[config.mk]
export PLATFORM = sky130hd
export DESIGN_NAME = daf_addr_filter
export DESIGN_NICKNAME = d
export VERILOG_FILES = /design/src/rtl/daf_pkg.sv /design/src/rtl/daf_crc_byte.sv /design/src/rtl/daf_regfile.sv /design/src/rtl/daf_frame_tracker.sv /design/src/rtl/daf_addr_filter.sv
export SDC_FILE = /design/constraint.sdc
export NUM_CORES = 1
export LEC_CHECK = 0
export ABC_AREA = 1
export BUFFER_PORTS_ARGS = -buffer_cell sky130_fd_sc_hd__buf_2
export CAP_MARGIN = 25
export CORE_MARGIN = 2
export CORE_UTILIZATION = 55
export CTS_BUF_LIST = sky130_fd_sc_hd__clkbuf_4
export CTS_CLUSTER_SIZE = 12
export DETAILED_ROUTE_END_ITERATION = 6
export PLACE_DENSITY_LB_ADDON = 0.05
export RECOVER_POWER = 100
export SETUP_SLACK_MARGIN = 0.2
export SLEW_MARGIN = 20
export SYNTH_ARGS = -nofsm -noshare
export SYNTH_HDL_FRONTEND = slang
export SYNTH_SLANG_ARGS = --single-unit
export TNS_END_PERCENT = 30
[constraint.sdc]
create_clock -name clk -period 2.9 [get_ports clk]
set_input_delay 0.87 -clock clk [delete_from_list [all_inputs] [get_ports clk]]
set_output_delay 0.87 -clock clk [all_outputs]
set_load 0.1 [all_outputs]
[src/rtl/daf_pkg.sv]
package daf_pkg;
   localparam int unsigned BYTE_W          = 8;
   localparam int unsigned CRC_W           = 32;
   localparam logic [CRC_W-1:0] CRC_POLY   = 32'h04C1_1DB7;
   localparam logic [CRC_W-1:0] CRC_PRESET = 32'hFFFF_FFFF;

   // configuration byte bit positions
   localparam int unsigned CFG_BCAST_BIT   = 2;
   localparam int unsigned CFG_MCAST_BIT   = 3;
   localparam int unsigned CFG_PROMISC_BIT = 4;

   typedef enum logic [1:0] {
      CLS_UNICAST   = 2'd0,
      CLS_MULTICAST = 2'd1,
      CLS_BROADCAST = 2'd2
   } addr_class_e;
endpackage

[src/rtl/daf_crc_byte.sv]
module daf_crc_byte #(
   parameter int unsigned             CW   = 32,
   parameter int unsigned             DW   = 8,
   parameter logic [CW-1:0]           POLY = 32'h04C1_1DB7
) (
   input  logic [CW-1:0] crc_in,
   input  logic [DW-1:0] data_in,
   output logic [CW-1:0] crc_out
);
   if (CW < 8) begin : g_bad_cw
      $error("daf_crc_byte: CW must be at least 8");
   end

   logic [CW-1:0] stage [DW+1];

   assign stage[0] = crc_in;

   // one shift stage per data bit, least significant data bit first
   for (genvar b = 0; b < DW; b++) begin : g_bit
      logic fb;
      assign fb           = stage[b][CW-1] ^ data_in[b];
      assign stage[b+1]   = {stage[b][CW-2:0], 1'b0} ^ (fb ? POLY : '0);
   end

   assign crc_out = stage[DW];
endmodule

[src/rtl/daf_regfile.sv]
module daf_regfile #(
   parameter int unsigned ADDR_BYTES = 6,
   parameter int unsigned TBL_BYTES  = 8,
   parameter int unsigned REG_AW     = 4
) (
   input  logic                      clk,
   input  logic                      rst_n,
   input  logic                      we,
   input  logic [REG_AW-1:0]         addr,
   input  logic [7:0]                wdata,
   output logic [7:0]                rdata,
   output logic [ADDR_BYTES*8-1:0]   station_flat,
   output logic [TBL_BYTES*8-1:0]    hash_flat,
   output logic [7:0]                cfg
);
   localparam int unsigned NREGS   = ADDR_BYTES + TBL_BYTES + 1;
   localparam int unsigned CFG_IDX = NREGS - 1;

   if (NREGS > (1 << REG_AW)) begin : g_bad_aw
      $error("daf_regfile: REG_AW too narrow for the register map");
   end

   logic [7:0] regs [NREGS];

   for (genvar i = 0; i < NREGS; i++) begin : g_reg
      always_ff @(posedge clk or negedge rst_n) begin
         if (!rst_n) begin
            regs[i] <= '0;
         end else if (we && (addr == REG_AW'(i))) begin
            regs[i] <= wdata;
         end
      end
   end

   always_comb begin
      rdata = '0;
      for (int i = 0; i < NREGS; i++) begin
         if (addr == REG_AW'(i)) rdata = regs[i];
      end
   end

   for (genvar s = 0; s < ADDR_BYTES; s++) begin : g_station
      assign station_flat[s*8 +: 8] = regs[s];
   end

   for (genvar h = 0; h < TBL_BYTES; h++) begin : g_hash
      assign hash_flat[h*8 +: 8] = regs[ADDR_BYTES + h];
   end

   assign cfg = regs[CFG_IDX];
endmodule

[src/rtl/daf_frame_tracker.sv]
module daf_frame_tracker
   import daf_pkg::*;
#(
   parameter int unsigned ADDR_BYTES = 6,
   parameter int unsigned HASH_BITS  = 6
) (
   input  logic                      clk,
   input  logic                      rst_n,
   input  logic                      rx_valid,
   input  logic                      rx_sof,
   input  logic [7:0]                rx_data,
   input  logic [ADDR_BYTES*8-1:0]   station_flat,
   output logic                      last_byte,
   output addr_class_e               cls,
   output logic                      uc_hit,
   output logic [HASH_BITS-1:0]      hash_idx
);
   localparam int unsigned CNT_W = $clog2(ADDR_BYTES + 1);
   localparam logic [CNT_W-1:0] CNT_DONE = CNT_W'(ADDR_BYTES);
   localparam logic [CNT_W-1:0] CNT_LAST = CNT_W'(ADDR_BYTES - 1);

   logic [CNT_W-1:0] cnt_q;
   logic [CRC_W-1:0] crc_q;
   logic             uc_q, bc_q, mc_q;

   logic             take;
   logic [CNT_W-1:0] idx;
   logic [CRC_W-1:0] crc_base, crc_next;
   logic             uc_next, bc_next, mc_next;
   logic [7:0]       station_sel;

   // a new start always wins; otherwise only bytes before the last count
   assign take     = rx_valid && (rx_sof || (cnt_q < CNT_DONE));
   assign idx      = rx_sof ? '0 : cnt_q;
   assign crc_base = rx_sof ? CRC_PRESET : crc_q;

   always_comb begin
      station_sel = '0;
      for (int i = 0; i < ADDR_BYTES; i++) begin
         if (idx == CNT_W'(i)) station_sel = station_flat[i*8 +: 8];
      end
   end

   daf_crc_byte #(
      .CW   (CRC_W),
      .DW   (BYTE_W),
      .POLY (CRC_POLY)
   ) u_crc (
      .crc_in  (crc_base),
      .data_in (rx_data),
      .crc_out (crc_next)
   );

   assign uc_next = (rx_sof ? 1'b1 : uc_q) && (rx_data == station_sel);
   assign bc_next = (rx_sof ? 1'b1 : bc_q) && (&rx_data);
   assign mc_next = (idx == '0) ? rx_data[0] : mc_q;

   always_ff @(posedge clk or negedge rst_n) begin
      if (!rst_n) begin
         cnt_q <= CNT_DONE;
         crc_q <= CRC_PRESET;
         uc_q  <= 1'b0;
         bc_q  <= 1'b0;
         mc_q  <= 1'b0;
      end else if (take) begin
         cnt_q <= idx + 1'b1;
         crc_q <= crc_next;
         uc_q  <= uc_next;
         bc_q  <= bc_next;
         mc_q  <= mc_next;
      end
   end

   assign last_byte = take && (idx == CNT_LAST);
   assign uc_hit    = uc_next;
   assign hash_idx  = crc_next[CRC_W-1 -: HASH_BITS];

   always_comb begin
      if (bc_next)      cls = CLS_BROADCAST;
      else if (mc_next) cls = CLS_MULTICAST;
      else              cls = CLS_UNICAST;
   end
endmodule

[src/rtl/daf_addr_filter.sv]
module daf_addr_filter
   import daf_pkg::*;
#(
   parameter int unsigned ADDR_BYTES = 6,
   parameter int unsigned HASH_BITS  = 6,
   parameter int unsigned REG_AW     = 4
) (
   input  logic              clk,
   input  logic              rst_n,
   input  logic              cfg_we,
   input  logic [REG_AW-1:0] cfg_addr,
   input  logic [7:0]        cfg_wdata,
   output logic [7:0]        cfg_rdata,
   input  logic              rx_valid,
   input  logic              rx_sof,
   input  logic [7:0]        rx_data,
   output logic              acc_valid,
   output logic              acc_ok
);
   localparam int unsigned TBL_BITS  = 1 << HASH_BITS;
   localparam int unsigned TBL_BYTES = TBL_BITS / 8;

   if (HASH_BITS < 3 || HASH_BITS > 10) begin : g_bad_hash
      $error("daf_addr_filter: HASH_BITS must be 3..10");
   end
   if (ADDR_BYTES < 1 || ADDR_BYTES > 16) begin : g_bad_len
      $error("daf_addr_filter: ADDR_BYTES must be 1..16");
   end

   logic [ADDR_BYTES*8-1:0] station_w;
   logic [TBL_BITS-1:0]     hash_w;
   logic [7:0]              cfg_w;
   logic                    last_w;
   addr_class_e             cls_w;
   logic                    uc_hit_w;
   logic [HASH_BITS-1:0]    hidx_w;
   logic                    verdict;
   logic                    valid_q, ok_q;

   daf_regfile #(
      .ADDR_BYTES (ADDR_BYTES),
      .TBL_BYTES  (TBL_BYTES),
      .REG_AW     (REG_AW)
   ) u_regs (
      .clk          (clk),
      .rst_n        (rst_n),
      .we           (cfg_we),
      .addr         (cfg_addr),
      .wdata        (cfg_wdata),
      .rdata        (cfg_rdata),
      .station_flat (station_w),
      .hash_flat    (hash_w),
      .cfg          (cfg_w)
   );

   daf_frame_tracker #(
      .ADDR_BYTES (ADDR_BYTES),
      .HASH_BITS  (HASH_BITS)
   ) u_trk (
      .clk          (clk),
      .rst_n        (rst_n),
      .rx_valid     (rx_valid),
      .rx_sof       (rx_sof),
      .rx_data      (rx_data),
      .station_flat (station_w),
      .last_byte    (last_w),
      .cls          (cls_w),
      .uc_hit       (uc_hit_w),
      .hash_idx     (hidx_w)
   );

   // rule priority: promiscuous, then class-specific gate
   always_comb begin
      if (cfg_w[CFG_PROMISC_BIT]) begin
         verdict = 1'b1;
      end else begin
         unique case (cls_w)
            CLS_BROADCAST: verdict = cfg_w[CFG_BCAST_BIT];
            CLS_MULTICAST: verdict = cfg_w[CFG_MCAST_BIT] && hash_w[hidx_w];
            default:       verdict = uc_hit_w;
         endcase
      end
   end

   always_ff @(posedge clk or negedge rst_n) begin
      if (!rst_n) begin
         valid_q <= 1'b0;
         ok_q    <= 1'b0;
      end else begin
         valid_q <= last_w;
         ok_q    <= last_w && verdict;
      end
   end

   assign acc_valid = valid_q;
   assign acc_ok    = ok_q;
endmodule

==> impl_metrics.toml, run 1 <==
[placement]
port-buffer-count = 34
gp_congestion = 0.971
dpl.cell_count = 1530
dp_hpwl_um = 20100
place_area_um2 = 10700

[power_and_ir_drop]
total_power_uw = 9220
switchingPower_uw = 4030
peakVddDrop_uv = 584
p_clk_share_pct = 14.6
p_per_area_nw_per_um2 = 824
p_int_uw = 5190
combPwrFrac_pct = 48.1
swShare_pct = 43.7
seqPwrFrac_pct = 37.3
leakage_uw = 0.00524

[setup_path]
criticalPathCategory = "in2out"
cp.required_ns = 2.03
crit_fanout = 4
crit_arrival_ns = 2.68
cp-start-kind = "input port"
rrSetupSlack_ns = 0.16
startpoint = "cfg_addr[3]"
cp-end-kind = "output pin"
timing.rr.start = "u_trk.cnt_q[0]$_DFFE_PN0P_"

[floorplan]
die_area_um2 = 17900
initial_core_util_pct = 56.2
row_count = 47
fp.dieW_um = 134
core_um2 = 16500
io_pins = 35
die_y_um = 134

[yosys]
ys_async_sr_fraction_pct = 100
yosys.area_share.adder_pct = 0.674
synthSimpleGateAreaFrac_pct = 30.6
yosysTopAreaCell = "dfrtp_1"
ys.flop_type = "dfrtp_1"
synthMuxAreaShare_pct = 0.108
synth_area_leaders = "dfrtp_1 34%, nand2_1 16%, dfstp_2 9.6%, o21ai_0 9.1%, nand3_1 6.0%"
synth_edf_count = 0
yosysTopAreaCellShare_pct = 34.0
seq_area_frac_synth_pct = 43.6
syn_avg_cell_area_um2 = 7.67
yosysWarnings = 0
syn_area_um2 = 9280
synthXorXnorAreaFrac_pct = 7.09
yosys.cell_types.count = 45
synth_top_family_by_area = "simple AND/OR/NAND/NOR gates"
synth-seq-cells = 160
syn_nets = 1241
synth-compound-area-share_pct = 12.2
netlist_instances = 1211

[routing]
drtPass1Iterations = 5
num_vias = 8675
viasPerCell = 5.53
wl_um = 28100
wire_per_inst_um = 17.9
ant_nets = 0
drt_iter0_markers = 666
drc = 0

[grt]
overflow = 0
antenna_found_initial = 1
grtUsageTotal_pct = 33.0
grt_max_degree = 61
grt_pass1_wl_um = 45000
grt_use_met2_pct = 51.6
grt_pass1_vias = 8303
use_met1_pct = 45.0
grt_most_used_layer = "met2"
grt.met3_usage_pct = 6.73

[layout]
fin_util_pct = 67.7
num-nets-final = 1366
finalInstanceArea_um2 = 11200
fin_cells = 1570
drive_gt1_share_pct = 24.1
area_delta_synth_final_pct = 20.5

[clock_network]
clock-sinks = 160
cts_tree = "built"
htree_levels = 4
clk_pin_slew_ns = 0.14
cts_hold_buf = 0
ctsLongestPathBuffers = 2
clockRootBuffer = "clkbuf_4"
clk_latency_ns = 0.59
numCtsBuffers = 17

[timing]
slew_viol_final = 0
finalClockSkew_ns = 0.0168
finalCritPeriodShare_pct = 122
hold_viol_final = 0
setup_ws_ns = -0.649
setup_violations = 8
tightestPinTransition_ns = 1.42
layout_min_cycle_time_ns = 3.55
max_freq_mhz = 282
rsz0062_at_grt = "yes"
relSlewSlack_pct = 4.08

[hold_path]
hold_start = "u_trk.crc_q[1]$_DFFE_PN1P_"
holdCritPathClass = "reg2reg"

[run]
maxCapViolCount = 0

[outcome]
status = "finished with violations"
violations = "negative setup slack"
## worst paths after layout
kind / cells past startpoint / endpoint
worst max-delay path: 17 / cfg_rdata[6]
worst min-delay path: 2 / u_trk.crc_q[1]$_DFFE_PN1P_
worst max register to register: 20 / acc_ok$_DFF_PN0_
worst min register to register: 2 / u_trk.crc_q[1]$_DFFE_PN1P_
max in group asynchronous: 2 / u_regs.station_flat[18]$_DFFE_PN0P_
min in group asynchronous: 1 / u_regs.hash_flat[5]$_DFFE_PN0P_
## per-stage QoR
stage	hold slack [ns]	TNS (ns)	setup slack, ns
finish	0.483	-4.80	-0.649
floorplan	0.446	-5.42	-0.740
global placement	0.457	-6.86	-0.844
global route	0.490	-5.83	-0.788
detailed placement	0.464	-7.34	-0.872
CTS	0.206	-4.44	-0.621
## critical path: stages
cell	delay [ns]
buf_8	0.08
buf_6	0.12
inv_8	0.04
nand2_8	0.07
nor2_4	0.05
inv_2	0.06
buf_4	0.10
o21ai_2	0.04
a221oi_2	0.17
nand3_1	0.11
o21ai_1	0.10
nand3_1	0.10
a21oi_2	0.16
nand3_2	0.13
a21oi_2	0.12
nand4_1	0.14
buf_8	0.21
## cells in the final DEF, fill, tap and decap left out, types with 6 or more instances in the layout
cell type  instances
nand2_4           10
xnor2_1           14
nor2_1            55
nor2_2             9
inv_2             12
or2_2              7
o21ai_0          163
a21oi_1           12
o21ai_1           10
nand3_1          111
buf_2             22
dfrtp_1          126
buf_12            13
nor2_4            15
nand2_2           15
nand2_1          391
nand4_1           13
dfstp_2           33
buf_6              6
xor2_1            43
clkbuf_4          19
buf_4             99
inv_1             60
## per-layer routing
layer	up-vias	routed length (µm)
met5	-	0
met4	0	988
met3	72	2080
met2	372	13100
met1	4029	11900
li1	4202	-
## cells in the mapped netlist, types with 2 or more instances
master / n
nand2_1: 399
o21ai_0: 168
dfrtp_1: 126
nand3_1: 112
nor2_1: 70
inv_1: 69
xor2_1: 43
clkbuf_1: 34
dfstp_2: 34
a21oi_1: 16
xnor2_1: 14
nand4_1: 13
nand2_4: 10
inv_2: 9
nand2_2: 9
o2111ai_1: 8
o21ai_1: 8
buf_6: 7
or2_2: 7
ha_1: 5
nor2_4: 5
clkinv_1: 4
nor2_2: 4
xor2_4: 4
o211ai_1: 3
o22ai_1: 3
or2_1: 3
a221oi_1: 2
buf_2: 2
nand3_2: 2
nand3_4: 2
nor4_1: 2
xnor2_2: 2
## cell families after synthesis
kind of cell | after synthesis
buffers and inverters | 126
flip-flops | 160
multiplexers | 1
AO/OA/AOI/OAI | 212
AND/OR/NAND/NOR | 643
XOR/XNOR | 64
adder cells (fa/ha/maj) | 5
## power groups by stage
stage	sequential (µW)	combinational (µW)	clock, µW
6_report	3440	4430	1340
5_1_grt	3510	4870	1440
4_1_cts	3420	4400	1360
3_5_place_dp	3460	4320	0
3_3_place_gp	3450	4240	0
2_1_floorplan	3300	2910	0
## area by class of cell
| cell class | instances | area, µm² |
|---|---|---|
| fill | 1400 | 5340 |
| multi-input combinational | 925 | 4960 |
| sequential | 160 | 4050 |
| timing repair buffer | 150 | 1280 |
| inverter | 82 | 360 |
| tap | 220 | 275 |
| clock buffer | 18 | 135 |
| clock inverter | 14 | 129 |
| antenna | 1 | 2.50 |
## repair_timing
item	CTS	global route
setup buffers	2	5
pin swaps	23	12
gates cloned	0	0
setup endpoints to repair	10	10
resized for setup	48	16
## registers in the layout (all words and copies together) (netlist names)
register	count
u_trk.crc_q	32
acc_valid	1
u_regs.station_flat	48
u_trk.bc_q	1
u_regs.cfg	8
u_trk.uc_q	1
u_trk.mc_q	1
acc_ok	1
u_trk.cnt_q	3
u_regs.hash_flat	64
No activity file was read; power rests on OpenSTA's default activity.
==> inputs of run 2 (changes only) <==
--- a/config.mk
+++ b/config.mk
@@ -8,6 +8,7 @@
 export ABC_AREA = 1
 export BUFFER_PORTS_ARGS = -buffer_cell sky130_fd_sc_hd__buf_2
 export CAP_MARGIN = 25
+export CORE_ASPECT_RATIO = 0.7
 export CORE_MARGIN = 2
 export CORE_UTILIZATION = 55
 export CTS_BUF_LIST = sky130_fd_sc_hd__clkbuf_4
==> run 2 against run 1 <==
Net effect: the run ends with max-capacitance violations, max-slew violations, negative setup slack left; clock skew is 0.0087 ns higher; sequential share of layout area grew 0.34 points; clock power is 8% lower; critical endpoint is now cfg_rdata[4]; largest power group unchanged.
==> impl_metrics.toml, run 2 (synthesized netlist as in run 1, its figures left out) <==
[routing]
met2_length_um = 11400
drt_iter0_markers = 979
viasPerCell = 5.51
wire_per_inst_um = 17.5
met3_length_um = 2370
ant_nets = 0
drc = 0
drtPass1Iterations = 5
highest_layer = "met4"
wl_um = 27500
m1WireLength_um = 13100
num_vias = 8670

[setup_path]
crit_arrival_ns = 2.63
worstPathBufferInverterCount = 5
slowest_stage = "buf_8"
cp-start-kind = "input port"
crit_fanout = 3
path_delay_family = "simple AND/OR/NAND/NOR gates"
worstRegToRegCells = 21
cp-end-kind = "output pin"
path_depth = 16
slowest_delay_ns = 0.23
path_cells = "buf_8 -> buf_12 -> inv_16 -> nand2_8 -> nor2_4 -> inv_2 -> nor2_2 -> a221oi_2 -> o21ai_1 -> a21oi_1 -> nand3_1 -> a21oi_2 -> nand4_1 -> nor2_1 -> nand4_1 -> buf_8"
criticalPathCategory = "in2out"
cp.required_ns = 2.03

[layout]
largest_reg_flops = 64
num-nets-final = 1365
final_cell_mix = "392 x nand2_1, 163 x o21ai_0, 126 x dfrtp_1"
drive_gt1_share_pct = 22.8
finalInstanceArea_um2 = 11100
n_antenna_cell = 0
layout_commonest_cell = "nand2_1"
fin_cells = 1573
nFillCells = 1459
area_delta_synth_final_pct = 19.4

[clock_network]
numCtsBuffers = 17
clk_pin_slew_ns = 0.15
clock-sinks = 160
cts_hold_buf = 0
postCtsSetupBuffers = 0
cts_tree = "built"
clockRootBuffer = "clkbuf_4"
htree_levels = 4
ctsLongestPathBuffers = 2
clk_latency_ns = 0.58

[timing]
setup_violations = 10
hold_ws_ns = 0.481
slew_viol_final = 46
setup_ws_ns = -0.603
tightestPinTransition_ns = 2.59
rsz0062_at_grt = "yes"
finalCritPeriodShare_pct = 121
hold_viol_final = 0
fin_setup_tns_ns = -4.75
max_freq_mhz = 285
relSlewSlack_pct = -72.9
layout_min_cycle_time_ns = 3.50
finalClockSkew_ns = 0.0256

[floorplan]
die_area_um2 = 18000
row_count = 39
core_um2 = 16400
die_y_um = 113
initial_core_util_pct = 56.6
fp.dieW_um = 159
io_pins = 35

[hold_path]
holdCritPathClass = "reg2reg"
holdPathStages = 2

[placement]
place_area_um2 = 10800
gp_congestion = 1.00
dp_hpwl_um = 20300
post-place-ws_ns = -0.793
dpl.cell_count = 1541
port-buffer-count = 34

[power_and_ir_drop]
p_per_area_nw_per_um2 = 830
peakVddDrop_uv = 575
leakage_uw = 0.00515

[grt]
grtUsageTotal_pct = 31.9
grt_pass1_vias = 8165
grt_pass1_wl_um = 44400
grt_max_degree = 54
antenna_found_initial = 0
overflow = 0

[outcome]
status = "finished with violations"
violations = "max-capacitance violations, max-slew violations, negative setup slack"

[run]
maxCapViolCount = 1
==> run 2: cell types whose count changed in the layout (fill, tap and decap cells not counted), sizes merged <==
cell,change
buf,-15
clkbuf,+14
clkinv,+2
inv,-2
bufinv,-1
clkinvlp,+1
diode,-1
==> run 2: report_power, final <==
group          internal (µW)  switching (µW)  total (µW)
logic                   1820            2670        4500
clock network            359             874        1230
registers               2960             506        3460
total                   5140            4050        9190
==> run 2: final cells by class <==
type                            instances  area [µm²]  area share, %
Multi-Input combinational cell        925        4960           44.7
Clock buffer                           18         135           1.22
Timing Repair Buffer                  149        1210           10.9
Clock inverter                         14         106          0.959
Tap cell                              225         282           2.54
Inverter                               82         345           3.12
Sequential cell                       160        4050           36.5
==> run 2: final timing paths <==
kind                                            start                                to  slack (ns)
max                                       cfg_addr[2]                      cfg_rdata[4]       -0.60
min                        u_trk.crc_q[1]$_DFFE_PN1P_        u_trk.crc_q[1]$_DFFE_PN1P_        0.48
max reg2reg                u_trk.cnt_q[0]$_DFFE_PN0P_                  acc_ok$_DFF_PN0_       -0.01
min reg2reg                u_trk.crc_q[1]$_DFFE_PN1P_        u_trk.crc_q[1]$_DFFE_PN1P_        0.48
max in group asynchronous                       rst_n       u_trk.crc_q[15]$_DFFE_PN1P_        0.26
min in group asynchronous                       rst_n  u_regs.hash_flat[59]$_DFFE_PN0P_        1.07
==> run 2: per-layer routing <==
metal | vias to the layer above | global-route usage (%)
met5 | - | 0
met4 | 0 | 8.91
met3 | 66 | 6.20
met2 | 395 | 45.4
met1 | 4013 | 49.6
li1 | 4196 | -
==> run 2: per-stage QoR <==
| step | total power [µW] | util [%] |
|---|---|---|
| CTS | 9100 | 68.0 |
| global placement | 7740 | 65.6 |
| detailed placement | 7820 | 65.6 |
| global route | 9770 | 67.6 |
| floorplan | 6210 | - |
| finish | 9190 | 67.6 |
==> run 2: timing repair <==
item	CTS	global route
gates resized for setup	44	14
setup endpoints to repair	9	10
pin swaps	16	15
==> run 2: worst min-delay path: stages, from the launching register on <==
cell     delay [ns]
dfstp_2        0.40
nand2_1        0.06
nand2_1        0.05
